===== config.mk =====
export PLATFORM = sky130hd
export DESIGN_NAME = trace_msg_queue
export DESIGN_NICKNAME = d
export VERILOG_FILES = /design/src/rtl/trace_msg_queue.sv
export SDC_FILE = /design/constraint.sdc
export NUM_CORES = 1
export LEC_CHECK = 0
export BUFFER_PORTS_ARGS = -buffer_cell sky130_fd_sc_hd__clkbuf_2
export CORE_UTILIZATION = 52
export CTS_CLUSTER_DIAMETER = 100
export DETAILED_ROUTE_END_ITERATION = 7
export PLACE_DENSITY = 0.71
export SETUP_SLACK_MARGIN = 0.02
export SYNTH_ARGS = -nofsm -noshare
export SYNTH_HDL_FRONTEND = slang
export SYNTH_SLANG_ARGS = --single-unit

===== constraint.sdc =====
create_clock -name clk -period 4.4 [get_ports clk]
set_input_delay 0.44 -clock clk [delete_from_list [all_inputs] [get_ports clk]]
set_output_delay 0.44 -clock clk [all_outputs]
set_load 0.01 [all_outputs]

===== src/rtl/trace_msg_queue.sv =====
module trace_msg_queue #(
  parameter int DEPTH       = 8,
  parameter int PW          = 64,
  parameter int LW          = 7,
  parameter int SRC_W       = 4,
  parameter int PID_W       = 32,
  parameter int STALL_LEVEL = 6
) (
  input  logic             clk,
  input  logic             rst_n,
  input  logic [SRC_W-1:0] src_id,
  input  logic             stall_en,
  input  logic             own_wr,
  input  logic [PID_W-1:0] own_data,
  input  logic             trace_req,
  input  logic [1:0]       trace_class,
  input  logic [PW-1:0]    trace_payload,
  input  logic [LW-1:0]    trace_len,
  output logic             out_valid,
  input  logic             out_ready,
  output logic [PW-1:0]    out_payload,
  output logic [LW-1:0]    out_len,
  output logic             stall_req
);
  localparam int AW      = (DEPTH > 1) ? $clog2(DEPTH) : 1;
  localparam int CW      = $clog2(DEPTH + 1);
  localparam int HDR_W   = 6 + SRC_W;
  localparam int OWN_LEN = HDR_W + PID_W;
  localparam int ERR_LEN = HDR_W + 5;
  localparam logic [5:0] TC_OWN = 6'b000010;
  localparam logic [5:0] TC_ERR = 6'b001000;

  logic [PW-1:0]    mem_pl [DEPTH];
  logic [LW-1:0]    mem_ln [DEPTH];
  logic [AW-1:0]    wr_ptr, rd_ptr;
  logic [CW-1:0]    count;
  logic             own_pend, ovf, seen_wp, seen_bd;
  logic [PID_W-1:0] own_pid;

  wire full     = (count == CW'(DEPTH));
  wire offer    = trace_req | own_pend;
  wire offer_wp = trace_req & trace_class[1];
  wire offer_bd = trace_req & ~trace_class[1];
  wire err_slot = ovf & (count == '0);
  wire drop     = offer & (ovf | full);
  wire push     = err_slot | (offer & ~drop);
  wire deq      = out_valid & out_ready;
  wire seen_wp_n = seen_wp | (drop & offer_wp);
  wire seen_bd_n = seen_bd | (drop & offer_bd);

  logic [4:0]    ecode;
  logic [PW-1:0] in_pl;
  logic [LW-1:0] in_ln;

  always_comb begin
    ecode = seen_wp_n ? 5'b01000 : (seen_bd_n ? 5'b00111 : 5'b00000);
    if (err_slot) begin
      in_pl = {{(PW-ERR_LEN){1'b0}}, ecode, src_id, TC_ERR};
      in_ln = LW'(ERR_LEN);
    end else if (trace_req) begin
      in_pl = {trace_payload[PW-1:HDR_W], src_id, trace_payload[5:0]};
      in_ln = trace_len;
    end else begin
      in_pl = {{(PW-OWN_LEN){1'b0}}, own_pid, src_id, TC_OWN};
      in_ln = LW'(OWN_LEN);
    end
  end

  always_ff @(posedge clk) begin
    if (push) begin
      mem_pl[wr_ptr] <= in_pl;
      mem_ln[wr_ptr] <= in_ln;
    end
  end

  always_ff @(posedge clk or negedge rst_n) begin
    if (!rst_n) begin
      wr_ptr   <= '0;
      rd_ptr   <= '0;
      count    <= '0;
      own_pend <= 1'b0;
      own_pid  <= '0;
      ovf      <= 1'b0;
      seen_wp  <= 1'b0;
      seen_bd  <= 1'b0;
    end else begin
      if (push) wr_ptr <= (wr_ptr == AW'(DEPTH-1)) ? '0 : wr_ptr + 1'b1;
      if (deq)  rd_ptr <= (rd_ptr == AW'(DEPTH-1)) ? '0 : rd_ptr + 1'b1;
      count <= count + CW'(push) - CW'(deq);
      if (own_wr) begin
        own_pend <= 1'b1;
        own_pid  <= own_data;
      end else if (!trace_req) begin
        own_pend <= 1'b0;
      end
      if (err_slot) begin
        ovf     <= 1'b0;
        seen_wp <= 1'b0;
        seen_bd <= 1'b0;
      end else begin
        ovf     <= ovf | drop;
        seen_wp <= seen_wp_n;
        seen_bd <= seen_bd_n;
      end
    end
  end

  assign out_valid   = (count != '0);
  assign out_payload = mem_pl[rd_ptr];
  assign out_len     = mem_ln[rd_ptr];
  assign stall_req   = stall_en & (count >= CW'(STALL_LEVEL));

  AST_OUT_HOLD: assert property (@(posedge clk) disable iff (!rst_n)
    out_valid && !out_ready |=> out_valid && $stable(out_payload) && $stable(out_len));
  AST_ENTER_OVF: assert property (@(posedge clk) disable iff (!rst_n)
    offer && full |=> ovf);
  AST_DRAIN_NO_GROW: assert property (@(posedge clk) disable iff (!rst_n)
    ovf && (count != '0) |=> count <= $past(count));
  AST_ONE_ERR: assert property (@(posedge clk) disable iff (!rst_n)
    err_slot |=> !ovf && (count == CW'(1)));
  AST_ERR_FORMAT: assert property (@(posedge clk) disable iff (!rst_n)
    out_valid && (out_payload[5:0] == TC_ERR) |->
      (out_len == LW'(ERR_LEN)) && (out_payload[PW-1:ERR_LEN] == '0));
  AST_STALL_GATED: assert property (@(posedge clk) disable iff (!rst_n)
    stall_req |-> stall_en && out_valid);
endmodule


==> impl_metrics.yaml <==
yosys:
  synthArstFlopShare: 0.0749
  synth_edf_count: 568
  synth.top_cells.by_area: "edfxtp_1 (71%), mux4_2 (13%), mux2_2 (5.0%)"
  avgSynthCellArea_um2: 22.2
  synth_ff_type: "edfxtp_1"
  syn_nets: 1216
  yosysTopAreaCell: "edfxtp_1"
  synth_top_area_share: 0.707
  synth_seq_area_share: 0.755
  synth_cells: 1089
  ys_ff_latch: 614
  syn-cell-area_mm2: 0.0241
  synth_warnings: 0
  synth_cell_types: 40
power:
  cellLeakagePower_nw: 9.60
  power_frac_comb: 0.310
  ir_drop_v: 0.000434
  seqPwrFrac: 0.445
  p_sw_frac: 0.300
  p_int_mw: 13.3
  clockPowerShare: 0.245
  p_per_area_mw_per_mm2: 685
  p_switching_mw: 5.68
timing:
  rsz0062_at_grt: "false"
  holdWs_ns: 0.0585
  period_share: 0.775
  skew_ns: 0.0155
  setup_viol: 0
  fin_crit_ns: 3.41
  relSlewSlack: 0.344
  slew_viol_final: 0
  fin_setup_tns_ns: 0
  hold_viol: 0
  max_freq_mhz: 293
  max_slew.worst_pin.slew_ns: 0.984
cells_and_area:
  syn_to_final_growth_pct: 14.7
  layout.nets: 1432
  diodes: 0
  fill_cells: 3202
  layout-drive-gt1-share: 0.416
detailed_routing:
  drtPass1Iterations: 5
  drt_iter0_drc: 735
  postRouteAntennaNets: 0
  avgRoutedWirePerCell_um: 24.4
  vias: 11300
  drc_errors: 0
  drt-total-wl_mm: 47.7
  vias_per_cell: 5.78
setup_path:
  path_buf_inv: 2
  path_cells: "buf_12 > mux4_2 > mux2_2 > clkbuf_2"
  crit_fanout: 53
  cpPeakStageDelay_ns: 0.86
  critPathTopFamily: "multiplexers"
  path_class: "reg2out"
  worstPathArrival_ns: 2.97
  reg2reg_depth: 7
  slowest_stage: "dfrtp_4"
  regToRegStartpoint: "count[2]"
  rrSetupSlack_ns: 1.45
  cp-start-kind: "flip-flop"
  r2r_end: "mem_pl[6][18]"
  cp-end-kind: "primary output"
  crit_required_ns: 3.96
cts:
  clk_latency_ns: 0.60
  ctsResizeCount: 0
  cts.sinks: 614
  cts_buffers: 59
  hold_buffers: 1
  cts_buffer_depth: 3
  cts_setup_buffers: 0
  path_clk_slew_ns: 0.06
  cts_tree: "built"
  cts_root_buf: "clkbuf_16"
  htree_levels: 2
min_path:
  whs_path_depth: 2
  hold_start: "own_data[17]"
  hp-class: "in2reg"
  min_to: "own_pid[17]"
global_routing:
  grtUsageTotal: 0.208
  antenna_found_initial: 1
  grt_pass1_vias: 11900
  grt_max_degree: 72
  grt_pass1_wl_mm: 72.3
  grt.overflow.total: 0
die:
  num_rows: 78
  die_y_um: 217
  io_pins: 188
  core_mm2: 0.0456
  die-area_mm2: 0.0473
  die_x_um: 217
  start_util: 0.529
status:
  status: "completed"
place:
  hpwl_mm: 26.9
  port_buffers: 182
  place.gp.congestion: 0.735
job:
  cap_violations: 0
==> worst max-delay path by stage <==
| stage | startpoint | to | slack (ns) | cells past startpoint |
|---|---|---|---|---|
| 2_1_floorplan | count[2] | mem_ln[2][0] | 0.68 | 6 |
| 3_3_place_gp | count[2] | mem_pl[5][46] | 1.43 | 7 |
| 3_5_place_dp | count[2] | mem_pl[6][19] | 1.40 | 7 |
| 4_1_cts | rd_ptr[0] | out_payload[40] | 0.87 | 4 |
| 5_1_grt | rd_ptr[0] | out_payload[40] | 0.78 | 4 |
| 6_report | rd_ptr[0] | out_payload[40] | 0.99 | 4 |
==> flip-flops by register name, indices dropped and copies added (netlist names) <==
name      count
count         4
own_pid      32
ovf           1
rd_ptr        3
own_pend      1
mem_ln       56
wr_ptr        3
mem_pl      512
seen_wp       1
seen_bd       1
==> metal layers <==
metal / share of wire / routed length (um) / GRT usage
met5: 0.00019 / 9 / 0
met4: 0.017 / 827 / 0.0493
met3: 0.053 / 2520 / 0.0397
met2: 0.51 / 24300 / 0.342
met1: 0.42 / 20100 / 0.290
==> layout by cell type (no fill, tap or decap), types with 3 or more instances in the layout <==
cell / count
buf_12: 11
and4b_4: 3
mux2_2: 108
inv_1: 11
inv_6: 3
clkbuf_16: 59
nor2b_1: 4
dfrtp_1: 43
clkinvlp_4: 3
a21oi_1: 6
a21o_1: 3
clkbuf_1: 14
buf_4: 22
ha_1: 11
and3_1: 28
edfxtp_1: 568
mux2i_1: 31
mux4_2: 142
nand2_1: 8
clkinv_2: 13
o211ai_1: 4
clkbuf_2: 181
dfrtp_4: 3
nor2_1: 32
clkinv_1: 13
==> cell usage after synthesis (2+ instances only) <==
master / n
buf_2: 19
mux2i_1: 31
clkbuf_1: 30
and3_1: 28
a21o_1: 3
o211ai_1: 4
xor2_1: 2
buf_1: 2
and4b_1: 3
a21oi_1: 6
nand3b_1: 2
mux2_2: 108
nor2_1: 32
nand2_1: 8
dfrtp_1: 46
edfxtp_1: 568
ha_1: 11
buf_6: 9
mux4_2: 142
nor2b_1: 4
and4bb_1: 2
inv_1: 11
==> area by class of cell <==
class,instances,area (um^2),area share
well taps,600,751,0.0271
clock inverters,35,243,0.00877
flip-flops and latches,614,18200,0.658
repair buffers,215,1300,0.0470
multi-input cells,404,5600,0.202
inverters,11,41.3,0.00149
clock buffers,73,1530,0.0552
==> per-stage QoR <==
stage / utilization / instances / total power [mW] / area, um^2 / setup WS, ns
final: 0.607 / 1952 / 19.0 / 27700 / 0.991
after global routing: 0.607 / 1952 / 19.9 / 27700 / 0.782
after CTS: 0.607 / 1952 / 19.3 / 27700 / 0.871
after detailed placement: 0.568 / 1843 / 14.6 / 25900 / 1.40
after global placement: 0.568 / 1843 / 14.5 / 25900 / 1.43
after floorplan: - / 1089 / 12.4 / 24100 / 0.678
==> power by group through the flow <==
| stage | logic, mW | clock network (mW) | registers, mW |
|---|---|---|---|
| finish | 5.88 | 4.65 | 8.43 |
| detailed placement | 6.03 | 0 | 8.57 |
| CTS | 6.06 | 4.75 | 8.46 |
| global placement | 5.98 | 0 | 8.49 |
| floorplan | 4.19 | 0 | 8.23 |
| global route | 6.33 | 4.97 | 8.56 |
==> kinds of logic after synthesis <==
| logic type | share of synthesized area |
|---|---|
| DFF | 0.755 |
| buffers and inverters | 0.0148 |
| and+or+nand+nor | 0.0218 |
| AOI/OAI and AO/OA | 0.00519 |
| muxes | 0.196 |
| adders and majority gates | 0.00653 |
| xor gates and xnor gates | 0.000726 |
Note: power is estimated with default switching activity, not from simulation.
